`config.mk`:
```
export PLATFORM = sky130hd
export DESIGN_NAME = autorange_sel
export DESIGN_NICKNAME = d
export VERILOG_FILES = /design/src/rtl/ar_pkg.sv /design/src/rtl/ar_norm.sv /design/src/rtl/ar_ratio_exp.sv /design/src/rtl/ar_band.sv /design/src/rtl/autorange_sel.sv
export SDC_FILE = /design/constraint.sdc
export NUM_CORES = 1
export LEC_CHECK = 0
export BUFFER_PORTS_ARGS = -buffer_cell sky130_fd_sc_hd__buf_2
export CAP_MARGIN = 20
export CELL_PAD_IN_SITES_DETAIL_PLACEMENT = 1
export CELL_PAD_IN_SITES_GLOBAL_PLACEMENT = 1
export CORE_UTILIZATION = 49
export CTS_CLUSTER_DIAMETER = 40
export CTS_CLUSTER_SIZE = 12
export DETAILED_ROUTE_END_ITERATION = 10
export HOLD_SLACK_MARGIN = 0.15
export PLACE_DENSITY = 0.95
export SYNTH_ARGS = -nofsm -noshare
export SYNTH_HDL_FRONTEND = slang
export SYNTH_SLANG_ARGS = --single-unit
export TNS_END_PERCENT = 20
```
`constraint.sdc`:
```
create_clock -name clk -period 4.6 [get_ports clk]
set_input_delay 0.69 -clock clk [delete_from_list [all_inputs] [get_ports clk]]
set_output_delay 0.69 -clock clk [all_outputs]
set_load 0.02 [all_outputs]
```
`src/rtl/ar_pkg.sv`:
```
package ar_pkg;

   // Automatic sequence states
   typedef enum logic [1:0] {
      SEQ_IDLE   = 2'd0,
      SEQ_TRIAL  = 2'd1,
      SEQ_FOLLOW = 2'd2
   } seq_e;

   // Verdict flags of one classification
   typedef struct packed {
      logic ok;
      logic up;
      logic down;
   } verdict_t;

endpackage

```
`src/rtl/ar_norm.sv`:
```
// Normalises one floating-point magnitude: absolute value of the mantissa,
// shift of the leading one to the top bit, exponent adjusted to match.
module ar_norm #(
   parameter int MANT_W = 16,
   parameter int EXP_W  = 8,
   parameter int POS_W  = $clog2(MANT_W),
   parameter int NEXP_W = EXP_W + POS_W + 1
) (
   input  logic [MANT_W-1:0]        mant_in,
   input  logic [EXP_W-1:0]         exp_in,
   output logic [MANT_W-1:0]        nmant,
   output logic signed [NEXP_W-1:0] nexp,
   output logic                     is_zero
);

   logic [MANT_W-1:0] mag;
   logic [POS_W-1:0]  pos;

   always_comb begin
      mag = mant_in[MANT_W-1] ? (~mant_in + MANT_W'(1)) : mant_in;
      pos = '0;
      for (int b = 0; b < MANT_W; b++) begin
         if (mag[b]) pos = POS_W'(b);
      end
      is_zero = (mag == '0);
      nmant   = mag << (POS_W'(MANT_W - 1) - pos);
      // value = mag * 2^(exp - (MANT_W-1)); leading one at pos gives
      // fraction in [1/2,1) with exponent exp + pos - (MANT_W-2)
      nexp    = $signed({{(NEXP_W - EXP_W){exp_in[EXP_W-1]}}, exp_in})
              + $signed(NEXP_W'(pos))
              - $signed(NEXP_W'(MANT_W - 2));
   end

endmodule

```
`src/rtl/ar_ratio_exp.sv`:
```
// Binary exponent of the quotient of two normalised magnitudes.
module ar_ratio_exp #(
   parameter int MANT_W = 16,
   parameter int NEXP_W = 13,
   parameter int REXP_W = NEXP_W + 1
) (
   input  logic [MANT_W-1:0]        num_mant,
   input  logic signed [NEXP_W-1:0] num_exp,
   input  logic [MANT_W-1:0]        den_mant,
   input  logic signed [NEXP_W-1:0] den_exp,
   output logic signed [REXP_W-1:0] rexp
);

   logic carry;

   // A quotient of mantissas in [1,2) needs one more exponent step.
   assign carry = (num_mant >= den_mant);
   assign rexp  = $signed({num_exp[NEXP_W-1], num_exp})
                - $signed({den_exp[NEXP_W-1], den_exp})
                + $signed(REXP_W'(carry));

endmodule

```
`src/rtl/ar_band.sv`:
```
// Maps the ratio exponent to a range move and clamps the target range.
module ar_band
   import ar_pkg::*;
#(
   parameter int REXP_W     = 14,
   parameter int NUM_RANGES = 4,
   parameter int RNG_W      = $clog2(NUM_RANGES),
   parameter int LOW_EDGE   = -2,
   parameter int BAND_W     = 6,
   parameter int MAX_JUMP   = 2
) (
   input  logic signed [REXP_W-1:0] rexp,
   input  logic                     num_zero,
   input  logic                     den_zero,
   input  logic [RNG_W-1:0]         cur,
   output logic [RNG_W-1:0]         nxt,
   output verdict_t                 vd
);

   localparam int CNT_W = $clog2(MAX_JUMP + 1);
   localparam int SW    = CNT_W + RNG_W + 2;

   logic [MAX_JUMP-1:0] above;
   logic                below;

   // one threshold comparator per permitted upward step
   for (genvar k = 1; k <= MAX_JUMP; k++) begin : g_edge
      localparam int EDGE = LOW_EDGE + k * BAND_W;
      assign above[k-1] = (rexp >= $signed(REXP_W'(EDGE)));
   end

   assign below = (rexp < $signed(REXP_W'(LOW_EDGE)));

   logic [CNT_W-1:0]     up_cnt;
   logic signed [SW-1:0] step;
   logic signed [SW-1:0] tgt;

   always_comb begin
      up_cnt = '0;
      for (int k = 0; k < MAX_JUMP; k++) begin
         up_cnt = up_cnt + CNT_W'(above[k]);
      end
      if (den_zero)              step = $signed(SW'(MAX_JUMP));
      else if (num_zero || below) step = '1;
      else                       step = $signed(SW'(up_cnt));

      tgt = $signed(SW'(cur)) + step;
      if (tgt < 0)
         nxt = '0;
      else if (tgt > $signed(SW'(NUM_RANGES - 1)))
         nxt = RNG_W'(NUM_RANGES - 1);
      else
         nxt = tgt[RNG_W-1:0];

      vd.ok   = !den_zero && !num_zero && !below && (up_cnt == '0);
      vd.up   = (nxt > cur);
      vd.down = (nxt < cur);
   end

endmodule

```
`src/rtl/autorange_sel.sv`:
```
module autorange_sel
   import ar_pkg::*;
#(
   parameter int MANT_W      = 16,
   parameter int EXP_W       = 8,
   parameter int NUM_RANGES  = 4,
   parameter int TRIAL_RANGE = 1,
   parameter int LOW_EDGE    = -2,
   parameter int BAND_W      = 6,
   parameter int MAX_JUMP    = 2,
   parameter int RNG_W       = $clog2(NUM_RANGES)
) (
   input  logic              clk,
   input  logic              rst_n,
   input  logic              auto_en,
   input  logic              start,
   input  logic [RNG_W-1:0]  man_range,
   input  logic              meas_valid,
   input  logic [MANT_W-1:0] v_mant,
   input  logic [EXP_W-1:0]  v_exp,
   input  logic [MANT_W-1:0] i_mant,
   input  logic [EXP_W-1:0]  i_exp,
   output logic [RNG_W-1:0]  cur_range,
   output logic              busy,
   output logic              rpt_valid,
   output logic [RNG_W-1:0]  rpt_next,
   output logic              rpt_ok,
   output logic              rpt_up,
   output logic              rpt_down,
   output logic              seq_done
);

   localparam int POS_W  = $clog2(MANT_W);
   localparam int NEXP_W = EXP_W + POS_W + 1;
   localparam int REXP_W = NEXP_W + 1;

   // elaboration-time parameter checks
   if (NUM_RANGES < 2) begin : g_bad_ranges
      $error("autorange_sel: NUM_RANGES must be at least 2");
   end
   if (TRIAL_RANGE < 0 || TRIAL_RANGE >= NUM_RANGES) begin : g_bad_trial
      $error("autorange_sel: TRIAL_RANGE outside the range span");
   end
   if (BAND_W < 1 || MAX_JUMP < 1) begin : g_bad_band
      $error("autorange_sel: BAND_W and MAX_JUMP must be positive");
   end
   if (MANT_W < 4 || EXP_W < 2) begin : g_bad_fmt
      $error("autorange_sel: number format too narrow");
   end

   // channel 0 = voltage, channel 1 = current
   logic [MANT_W-1:0]        ch_mant [2];
   logic [EXP_W-1:0]         ch_exp  [2];
   logic [MANT_W-1:0]        ch_nm   [2];
   logic signed [NEXP_W-1:0] ch_ne   [2];
   logic                     ch_zero [2];

   assign ch_mant[0] = v_mant;
   assign ch_exp[0]  = v_exp;
   assign ch_mant[1] = i_mant;
   assign ch_exp[1]  = i_exp;

   for (genvar c = 0; c < 2; c++) begin : g_ch
      ar_norm #(
         .MANT_W (MANT_W),
         .EXP_W  (EXP_W),
         .POS_W  (POS_W),
         .NEXP_W (NEXP_W)
      ) u_norm (
         .mant_in (ch_mant[c]),
         .exp_in  (ch_exp[c]),
         .nmant   (ch_nm[c]),
         .nexp    (ch_ne[c]),
         .is_zero (ch_zero[c])
      );
   end

   logic signed [REXP_W-1:0] rexp;

   ar_ratio_exp #(
      .MANT_W (MANT_W),
      .NEXP_W (NEXP_W),
      .REXP_W (REXP_W)
   ) u_ratio (
      .num_mant (ch_nm[0]),
      .num_exp  (ch_ne[0]),
      .den_mant (ch_nm[1]),
      .den_exp  (ch_ne[1]),
      .rexp     (rexp)
   );

   logic [RNG_W-1:0] b_next;
   verdict_t         b_vd;

   ar_band #(
      .REXP_W     (REXP_W),
      .NUM_RANGES (NUM_RANGES),
      .RNG_W      (RNG_W),
      .LOW_EDGE   (LOW_EDGE),
      .BAND_W     (BAND_W),
      .MAX_JUMP   (MAX_JUMP)
   ) u_band (
      .rexp     (rexp),
      .num_zero (ch_zero[0]),
      .den_zero (ch_zero[1]),
      .cur      (cur_range),
      .nxt      (b_next),
      .vd       (b_vd)
   );

   seq_e seq;

   always_ff @(posedge clk or negedge rst_n) begin
      if (!rst_n) begin
         seq       <= SEQ_IDLE;
         cur_range <= '0;
         rpt_valid <= 1'b0;
         rpt_next  <= '0;
         rpt_ok    <= 1'b0;
         rpt_up    <= 1'b0;
         rpt_down  <= 1'b0;
         seq_done  <= 1'b0;
      end else begin
         rpt_valid <= meas_valid;
         seq_done  <= 1'b0;
         if (meas_valid) begin
            rpt_next <= b_next;
            rpt_ok   <= b_vd.ok;
            rpt_up   <= b_vd.up;
            rpt_down <= b_vd.down;
         end
         if (!auto_en) begin
            seq       <= SEQ_IDLE;
            cur_range <= man_range;
         end else begin
            case (seq)
               SEQ_IDLE: begin
                  if (start) begin
                     seq       <= SEQ_TRIAL;
                     cur_range <= RNG_W'(TRIAL_RANGE);
                  end
               end
               SEQ_TRIAL: begin
                  if (meas_valid) begin
                     seq       <= SEQ_FOLLOW;
                     cur_range <= b_next;
                  end
               end
               SEQ_FOLLOW: begin
                  if (meas_valid) begin
                     seq      <= SEQ_IDLE;
                     seq_done <= 1'b1;
                  end
               end
               default: seq <= SEQ_IDLE;
            endcase
         end
      end
   end

   assign busy = (seq != SEQ_IDLE);

endmodule

```
==> impl_summary.md, run 1 <==
Yosys
Dividing the synthesized area by the synthesized cell count gives 7.84 µm². The portion of netlist area occupied by mux cells is 0.0976. The fraction of the mapped netlist area in simple logic gates is 0.247. By area the synthesized netlist is led by sky130_fd_sc_hd__ha_1 11%, sky130_fd_sc_hd__mux2i_1 7.1%, sky130_fd_sc_hd__dfrtp_1 5.3%, sky130_fd_sc_hd__fa_1 3.5%, sky130_fd_sc_hd__o21ai_0 3.5%. Synthesis inferred 11 register bits. The net count after synthesis is 772.

The largest area contributor in the netlist is sky130_fd_sc_hd__ha_1. The count of mapped cells out of synthesis is 661. The proportion of register bits with asynchronous set or reset after synthesis is 1.00. For this run, the leading register cell type out of synthesis is sky130_fd_sc_hd__dfrtp_1. Yosys mapped a number of flops with a built-in enable equal to 0. The share of the synthesized netlist area taken by xor and xnor gates is 0.0816. Synthesis instantiated 100 different standard cells from the library.

For this run, the register share of the synthesized area comes to 0.0531. During synthesis, Yosys emitted a total of 0 warnings. The share of synthesized area in the top cell type comes to 0.113. The synthesized netlist occupies a cell area of 5180 µm².

The adder and majority cell fraction of the synthesized area is 0.148. The complex-gate fraction of the synthesized area is 0.304. The combinational family with the most area after synthesis is compound AO/OA/AOI/OAI gates.

Floorplan
From left edge to right edge, the die measures 105 µm. The row count is 37. For this configuration, the core starts out at a cell density of 0.504.

The die is 105 µm tall. The number of ports placed on the die boundary is 65.

Placement
At the end of routability-driven placement, the weighted congestion stood at 0.972. The count of buffers added on input and output ports is 64. Once detailed placement completed, the half-perimeter wirelength came to 26.2 mm.

Run status
The last stage reached is 3_5_place_dp. The run stopped with a tool error. The first error in the log reads "[ERROR DPL-0033] detailed placement checks failed during check placement".
==> cell families after synthesis <==
kind of cell             Yosys count
other                              2
flip-flops                        11
multiplexers                      48
buffers and inverters             72
adder cells (fa/ha/maj)           56
AND/OR/NAND/NOR                  226
AO/OA/AOI/OAI                    202
XOR/XNOR                          44
==> cell usage after synthesis, types with 6 or more instances <==
cell	n
sky130_fd_sc_hd__fa_1	9
sky130_fd_sc_hd__a21oi_1	33
sky130_fd_sc_hd__xnor2_1	20
sky130_fd_sc_hd__nor2_1	44
sky130_fd_sc_hd__or3_1	8
sky130_fd_sc_hd__o21ai_0	36
sky130_fd_sc_hd__or2_2	6
sky130_fd_sc_hd__nand3_1	17
sky130_fd_sc_hd__nand2_1	47
sky130_fd_sc_hd__nand2b_1	18
sky130_fd_sc_hd__mux2_2	10
sky130_fd_sc_hd__buf_2	10
sky130_fd_sc_hd__nor4_1	6
sky130_fd_sc_hd__dfrtp_1	11
sky130_fd_sc_hd__nor3_1	14
sky130_fd_sc_hd__ha_1	47
sky130_fd_sc_hd__o2bb2ai_1	6
sky130_fd_sc_hd__inv_1	39
sky130_fd_sc_hd__mux2i_1	37
sky130_fd_sc_hd__nor2b_1	10
sky130_fd_sc_hd__a211oi_1	9
sky130_fd_sc_hd__o21a_1	9
sky130_fd_sc_hd__clkbuf_1	11
sky130_fd_sc_hd__a21o_1	11
sky130_fd_sc_hd__o211ai_1	8
sky130_fd_sc_hd__o31ai_1	11
sky130_fd_sc_hd__xor2_1	19
==> metrics by stage <==
step	cell area (µm²)	TNS, ns
floorplan	5300	-24.71
global placement	7430	-25.14
==> run 2: changes to the inputs <==
--- a/config.mk
+++ b/config.mk
@@ -7,14 +7,9 @@
 export LEC_CHECK = 0
 export BUFFER_PORTS_ARGS = -buffer_cell sky130_fd_sc_hd__buf_2
 export CAP_MARGIN = 20
-export CELL_PAD_IN_SITES_DETAIL_PLACEMENT = 1
-export CELL_PAD_IN_SITES_GLOBAL_PLACEMENT = 1
-export CORE_UTILIZATION = 49
-export CTS_CLUSTER_DIAMETER = 40
-export CTS_CLUSTER_SIZE = 12
+export CORE_UTILIZATION = 40
 export DETAILED_ROUTE_END_ITERATION = 10
-export HOLD_SLACK_MARGIN = 0.15
-export PLACE_DENSITY = 0.95
+export PLACE_DENSITY_LB_ADDON = 0.15
 export SYNTH_ARGS = -nofsm -noshare
 export SYNTH_HDL_FRONTEND = slang
 export SYNTH_SLANG_ARGS = --single-unit
==> impl_summary.md, run 2 <==
Run status
The run finished, with violations left. The final reports fail on negative setup slack.

Floorplan
The die boundary width was 116 µm (+10%). The height of the chip is 116 µm (+10%). The total area inside the core boundary comes to 12600 µm².

The row count is 41 (+11%). The die covers 13400 µm². The number of ports placed on the die boundary is 65 (unchanged). The starting density of the core is 0.411 (-0.0936).

Layout
Once layout is done, the placed cells without fillers occupy 7990 µm². The number of antenna diodes in the final layout is 0. The largest registers in the layout are cur_range: 2 flops, rpt_next: 2 flops, seq: 2 flops. The utilization of the core after routing is 0.633.

The leading cell type in the layout, fill and taps excluded is sky130_fd_sc_hd__buf_4. Of the cells placed in the final design, the portion with a size suffix greater than 1 is 0.465. The area growth from synthesis to layout is 54.3%. The library cells used most frequently in the layout, excluding fill and tap cells, are 248 x sky130_fd_sc_hd__buf_4, 61 x sky130_fd_sc_hd__buf_2, 46 x sky130_fd_sc_hd__nand2_1. For this run, the post-layout net count is 1064.

Placement
The half-perimeter wire length after detailed placement is 13.7 mm (-48%). The placed standard-cell area is 7440 µm². The number of port buffers is 64 (unchanged).

The final weighted congestion of routability-driven global placement is 0.957 (-1.6%).

Yosys
Summed over all instances, the cell type with the most area after synthesis is sky130_fd_sc_hd__ha_1. Sorting the synthesized cells by how often they occur yields 47 x sky130_fd_sc_hd__ha_1, 47 x sky130_fd_sc_hd__nand2_1, 44 x sky130_fd_sc_hd__nor2_1. The number of enable-type register cells in the synthesized netlist came to 0 (unchanged). In the post-synthesis netlist, the biggest area contributors are sky130_fd_sc_hd__ha_1 11%, sky130_fd_sc_hd__mux2i_1 7.1%, sky130_fd_sc_hd__dfrtp_1 5.3%, sky130_fd_sc_hd__fa_1 3.5%, sky130_fd_sc_hd__o21ai_0 3.5%. The register bit count reported by yosys is 11 (unchanged). The count of warnings emitted by yosys is 0 (unchanged).

The proportion of register bits with asynchronous set or reset after synthesis came to 1.00 (unchanged). The most used flip-flop cell after synthesis is sky130_fd_sc_hd__dfrtp_1. The net count after synthesis came to 772 (unchanged). The post-synthesis area per instance is 7.84 µm² (unchanged). The post-synthesis cell area was 5180 µm² (unchanged).

The count of mapped cells out of synthesis is 661 (unchanged). The area fraction of the dominant cell type after synthesis is 0.113 (unchanged). The distinct cell type count after synthesis was 100 (unchanged). The fraction of the yosys area taken by sequential cells came to 0.0531 (unchanged).

CTS
The clock transition at the registers of the reported paths is 0.04 ns. The TritonCTS clock tree is done. The CTS H-tree depth is 1. The clock net in this run drives a total of 11 sinks. The tree is rooted in a sky130_fd_sc_hd__clkbuf_16. For this design, the CTS-stage hold fixing added 0 buffers. Counting along the longest clock path gives a buffer depth of 2.

The later-pin clock latency in the skew report is 0.24 ns. Buffers inserted during clock tree synthesis total 3.

Detailed routing
For this run, design rule violations remaining after detail routing come to 0. The final antenna-violating net count is 0. The total length of routed wires is 16.9 mm. The detail-routed via count per cell is 5.49. The iteration count of the initial detailed-routing pass is 7. The detailed router placed 6172 vias in this run. The per-cell routed wire length is 15.0 µm. The detailed router's first-iteration violation count is 420.

GRT
The number of global-route vias before repair came to 5999. The number of antenna violations at the first check in global routing came to 0. Across every metal layer, demand over resource in global routing totals 0.248. Entering global routing, the biggest net connects 14 pins.

The aggregate global routing overflow is 0. The first global-routing pass estimated 27.3 mm of wire.

Timing
The final number of hold-violating endpoints is 0. Of the available clock period, the critical path in the final layout requires 1.85. The shortest clock period the worst path allows after layout is 8.49 ns. The worst hold margin is 0.313 ns. The worst setup skew after layout is 0.00195 ns. Setup slack on the critical path of the routed design comes to -3.89 ns. Setup violations remaining at the end of the flow were counted as 7. Static timing analysis puts the maximum clock frequency at 0.118 GHz.

Setup repair after global routing could not meet its margin everywhere. For the final routed database, the setup TNS stands at -22.95 ns. The total count of max-transition violations in the final report is 0.

Worst setup path
The startpoint type of the worst setup path is an input port. The reg-to-reg startpoint is cur_range[0]. At the worst endpoint, the required time is 4.72 ns. Among all stages on the critical path, the largest delay is contributed by sky130_fd_sc_hd__fa_1.

The type of the worst setup path is in2reg. The depth of the worst register-to-register path is 11. The kind of end point of the critical path is a register. Along the worst path, the maximum fanout reaches 4.

The end of the worst register-to-register path is rpt_up. In this design, the critical path's most frequently occurring cell is sky130_fd_sc_hd__inv_2. The critical path arrival is 8.61 ns. For this run, the slowest stage of the critical path takes 0.49 ns.

The worst reg-to-reg setup slack is 2.11 ns.

Run
The max capacitance violation total is 0.

Power and ir drop
The largest voltage drop on the vdd net is 0.000152 V. The overall power of the completed layout is 2.23 mW. Dividing total power by cell area gives a power density of 279 nW/µm².

The static leakage is 3.75 nW.

Min path
The min-delay analysis places its worst path in the category in2async.
run 2: timing repair:
item / 4_1_cts / 5_1_grt
resized for setup: 43 / 19
gates cloned: 0 / 0
buffers inserted: 16 / 1
setup endpoints to repair: 7 / 7
pin swaps: 46 / 12
run 2: critical path: cells and delay by family:
family	cells	cell delay [ns]
multiplexers	1	0.25
buffers and inverters	7	0.60
AO/OA/AOI/OAI	14	2.87
adder cells (fa/ha/maj)	10	2.89
AND/OR/NAND/NOR	6	1.12
XOR/XNOR	1	0.16
run 2: power breakdown:
group          switching, mW  total [mW]  internal, mW
logic                  0.947        1.93         0.981
clock network         0.0451       0.160         0.115
registers             0.0182       0.141         0.123
run 2: worst max-delay path by stage:
stage / from / endpoint / slack [ns] / cells past startpoint
finish: i_mant[1] / rpt_up / -3.89 / 39
global placement: i_mant[1] / rpt_up / -4.22 / 36
CTS: i_mant[1] / rpt_up / -3.75 / 39
global route: v_mant[0] / rpt_up / -4.25 / 45
detailed placement: i_mant[1] / rpt_up / -4.40 / 38
floorplan: i_mant[0] / rpt_up / -4.23 / 38
run 2: area by class of cell:
| cell class | instances | area, µm² |
|---|---|---|
| Clock buffer | 3 | 75.1 |
| Clock inverter | 1 | 5.00 |
| Fill cell | 1096 | 4630 |
| Inverter | 41 | 159 |
| Multi-Input combinational cell | 578 | 4950 |
| Sequential cell | 11 | 275 |
| Tap cell | 172 | 215 |
| Timing Repair Buffer | 318 | 2310 |
run 2: cell families (layout without fill, tap and decap cells):
group           Yosys count  count (layout)  synth area share
compound gates          202             202             0.304
xor+xnor                 44              44            0.0816
fa+ha+maj                56              56             0.148
buf+inv                  72             363            0.0674
flops                    11              11            0.0531
mux                      48              48            0.0976
other cells               2               2           0.00145
simple gates            226             226             0.247
run 2: routing by layer:
layer | vias up | track usage | share of wire
met3 | 6 | 0.0110 | 0.037
met4 | 0 | 0.0197 | 0.0026
li1 | 3065 | - | -
met1 | 2959 | 0.346 | 0.47
met5 | - | 0 | 0
met2 | 142 | 0.437 | 0.49
run 2: stage by stage:
step,setup WS (ns),std cells
after floorplan,-4.23,661
after detailed placement,-4.40,1104
final,-3.89,1124
after CTS,-3.75,1124
after global placement,-4.22,1104
after global routing,-4.25,1124
Power figures use the tool's default switching activity.
==> run 3: changes to the inputs <==
--- a/config.mk
+++ b/config.mk
@@ -13,4 +13,4 @@
 export SYNTH_ARGS = -nofsm -noshare
 export SYNTH_HDL_FRONTEND = slang
 export SYNTH_SLANG_ARGS = --single-unit
-export TNS_END_PERCENT = 20
+export TNS_END_PERCENT = 50
==> constraint.sdc (replaced) <==
create_clock -name clk -period 4.6 [get_ports clk]
set_input_delay 0.92 -clock clk [delete_from_list [all_inputs] [get_ports clk]]
set_output_delay 0.92 -clock clk [all_outputs]
set_load 0.02 [all_outputs]
==> impl_summary.md, run 3 (synthesis gave the netlist of run 2 again) <==
Layout
The largest registers in the layout are cur_range: 2 flops, rpt_next: 2 flops, seq: 2 flops. The area growth from synthesis to layout is 57.0%. The final design area excluding fillers was 8140 µm² (+1.8%).

The total inserted antenna cells was 0 (unchanged). Leaving out fill and tap cells, the most frequent cell in the layout is sky130_fd_sc_hd__buf_4. The proportion of layout cells with a drive suffix above 1 is 0.482 (+0.0166).

The library cells used most frequently in the layout, excluding fill and tap cells, are 265 x sky130_fd_sc_hd__buf_4, 62 x sky130_fd_sc_hd__buf_2, 44 x sky130_fd_sc_hd__nand2_1. The post-layout net count came to 1083 (+1.8%). The number of non-filler instances in the completed layout came to 1143 (+1.7%).

Worst setup path
The largest fanout on the critical path came to 5 (+1). The required arrival time at the worst endpoint is 4.72 ns (about the same). The cell type of the slowest stage on the worst timing path is sky130_fd_sc_hd__fa_1. The setup path with the least slack is of type in2reg.

The startpoint type of the worst setup path is an input port. The critical path arrival was 8.77 ns (+0.16 ns). The worst setup path is captured at a register. The maximum cell stage delay along the critical path was 0.53 ns (+0.04 ns).

CTS
The number of buffers added by the clock tree synthesis step is 3 (unchanged). The post-cts hold buffer count is 0 (unchanged). TritonCTS built the clock tree.

The clock tree buffer depth was 2 (unchanged). The clock root buffer is sky130_fd_sc_hd__clkbuf_16. The number of clock sinks is 11 (unchanged). The clock transition at the registers of the reported paths is 0.04 ns (about the same). The later-pin clock latency in the skew report is 0.24 ns (about the same).

The CTS H-tree depth came to 1 (unchanged).

Timing
The total count of max-transition violations in the final report was 0 (unchanged). The post-route clock period utilization is 1.88 (+0.0333). Setup repair after global routing could not meet its margin everywhere. The maximum operating frequency is 0.116 GHz (-1.8%). The shortest clock period the worst path allows after layout is 8.64 ns (+0.153 ns). The worst setup skew after layout is 0.000466 ns (-0.00148 ns).

The setup total negative slack is -24.29 ns (-1.34 ns). For the pin with the worst max-slew slack, the measured transition is 0.599 ns. The worst slew margin relative to its limit is 0.601. The total setup violations reported at the end of the flow was 7 (unchanged).

The final number of hold-violating endpoints is 0 (unchanged). The final setup slack of the worst path was -4.04 ns (-0.153 ns).

Placement
The half-perimeter wire length after detailed placement came to 13.4 mm (-2.1%). The worst-case setup slack after placement came to -4.75 ns (-0.358 ns). The final weighted congestion of routability-driven global placement came to 0.933 (-2.5%).

The cell total after placement is 1119 (+1.4%). The placed standard-cell area came to 7530 µm² (+1.2%). The number of port buffers is 64 (unchanged).

Floorplan
The die boundary width came to 116 µm (unchanged). The number of ports placed on the die boundary is 65 (unchanged). The core area was 12600 µm² (unchanged).

The starting density of the core was 0.411 (unchanged). The height of the chip came to 116 µm (unchanged). The die area was 13400 µm² (unchanged).

The row count came to 41 (unchanged).

GRT
The pin count of the biggest net entering global routing is 17 (+3). The global routing usage summed across all routing layers is 0.249 (+0.00105). The number of global-route vias before repair is 6020 (+0.35%). The wire length of the first global-routing pass is 27.5 mm (+0.71%). The aggregate global routing overflow is 0 (unchanged).

The number of antenna violations at the first check in global routing is 0 (unchanged).

Detailed routing
The total length of routed wires is 16.4 mm (-2.9%). The highest layer touched by signal routing is met4. The total via count after detailed routing is 6305 (+2.2%).

The met1 routed wirelength after detailed routing is 7.60 mm (-4.5%). The detailed router's first-iteration violation count is 486 (+16%). The wire length on met3 is 757 µm (+21%). The detailed-routed wire length on met2 was 7.77 mm (-5.9%). The detail-routed via count per cell is 5.52 (+0.46%).

The final antenna-violating net count is 0 (unchanged). The per-cell routed wire length is 14.4 µm (-4.5%). The iteration count of the initial detailed-routing pass came to 5 (-2). The number of remaining DRC errors is 0 (unchanged).

Min path
The worst min-delay path class is reg2reg.

Run
The max capacitance violation total is 0 (unchanged).

Power and ir drop
The overall power of the completed layout is 2.28 mW (+2.3%). The largest voltage drop on the vdd net was 0.000140 V (-7.6%). The static leakage came to 3.80 nW (+1.5%). The part of the total power dissipated in sequential elements is 0.062 (about the same). The part of the total power dissipated in the clock network is 0.070 (-0.002). The switching power came to 1.00 mW (-0.59%). The cell area power density is 280 nW/µm² (+0.53%).

The total internal power is 1.28 mW (+4.8%). The logic gate share of total power is 0.868 (+0.003). The fraction of power spent switching nets came to 0.440 (-0.0130).

Run status
The flow ran to the end, but the final reports show violations. The final reports fail on negative setup slack.
## run 3: what timing repair did
action | in CTS | in global routing
pin swaps | 40 | 7
setup buffers | 15 | 7
endpoints found under the setup margin | 7 | 7
resized for setup | 64 | 15
## run 3: final timing paths
kind                               end         start  slack (ns)  cells after the start
setup / recovery                rpt_up     i_mant[1]       -4.04                     37
hold / removal             rpt_next[1]   rpt_next[1]        0.48                      1
setup reg to reg                rpt_up  cur_range[0]        2.09                     11
hold reg to reg            rpt_next[1]   rpt_next[1]        0.48                      1
max in group asynchronous     seq_done         rst_n        3.86                      1
min in group asynchronous  rpt_next[1]         rst_n        0.54                      1
## run 3: power by group through the flow
stage,Combinational (mW),Clock (mW),Sequential (mW)
floorplan,1.03,0,0.169
global placement,1.74,0,0.142
detailed placement,1.78,0,0.143
CTS,1.93,0.162,0.142
global route,2.18,0.169,0.145
finish,1.98,0.159,0.142
## run 3: cell type report
cell class | instances | area [µm²]
multi-input combinational | 578 | 4980
fill | 1075 | 4480
timing repair buffer | 337 | 2420
sequential | 11 | 275
tap | 172 | 215
inverter | 41 | 161
clock buffer | 4 | 78.8
## run 3: per-stage QoR
stage	util	hold WS (ns)
finish	0.645	0.480
global route	0.645	0.502
CTS	0.636	0.483
detailed placement	0.597	0.470
global placement	0.597	0.469
floorplan	-	0.483
## run 3: metal layers
layer | track usage | vias up
li1 | - | 3126
met1 | 0.342 | 2972
met2 | 0.427 | 183
met3 | 0.0157 | 24
met4 | 0.0513 | 0
met5 | 0 | -
## run 3: worst max-delay path: cells and delay by family
family          cells  cell delay [ns]
simple gates        6             1.13
compound gates     13             2.96
fa+ha+maj           8             2.49
xor+xnor            1             0.22
mux                 1             0.25
buf+inv             8             0.79
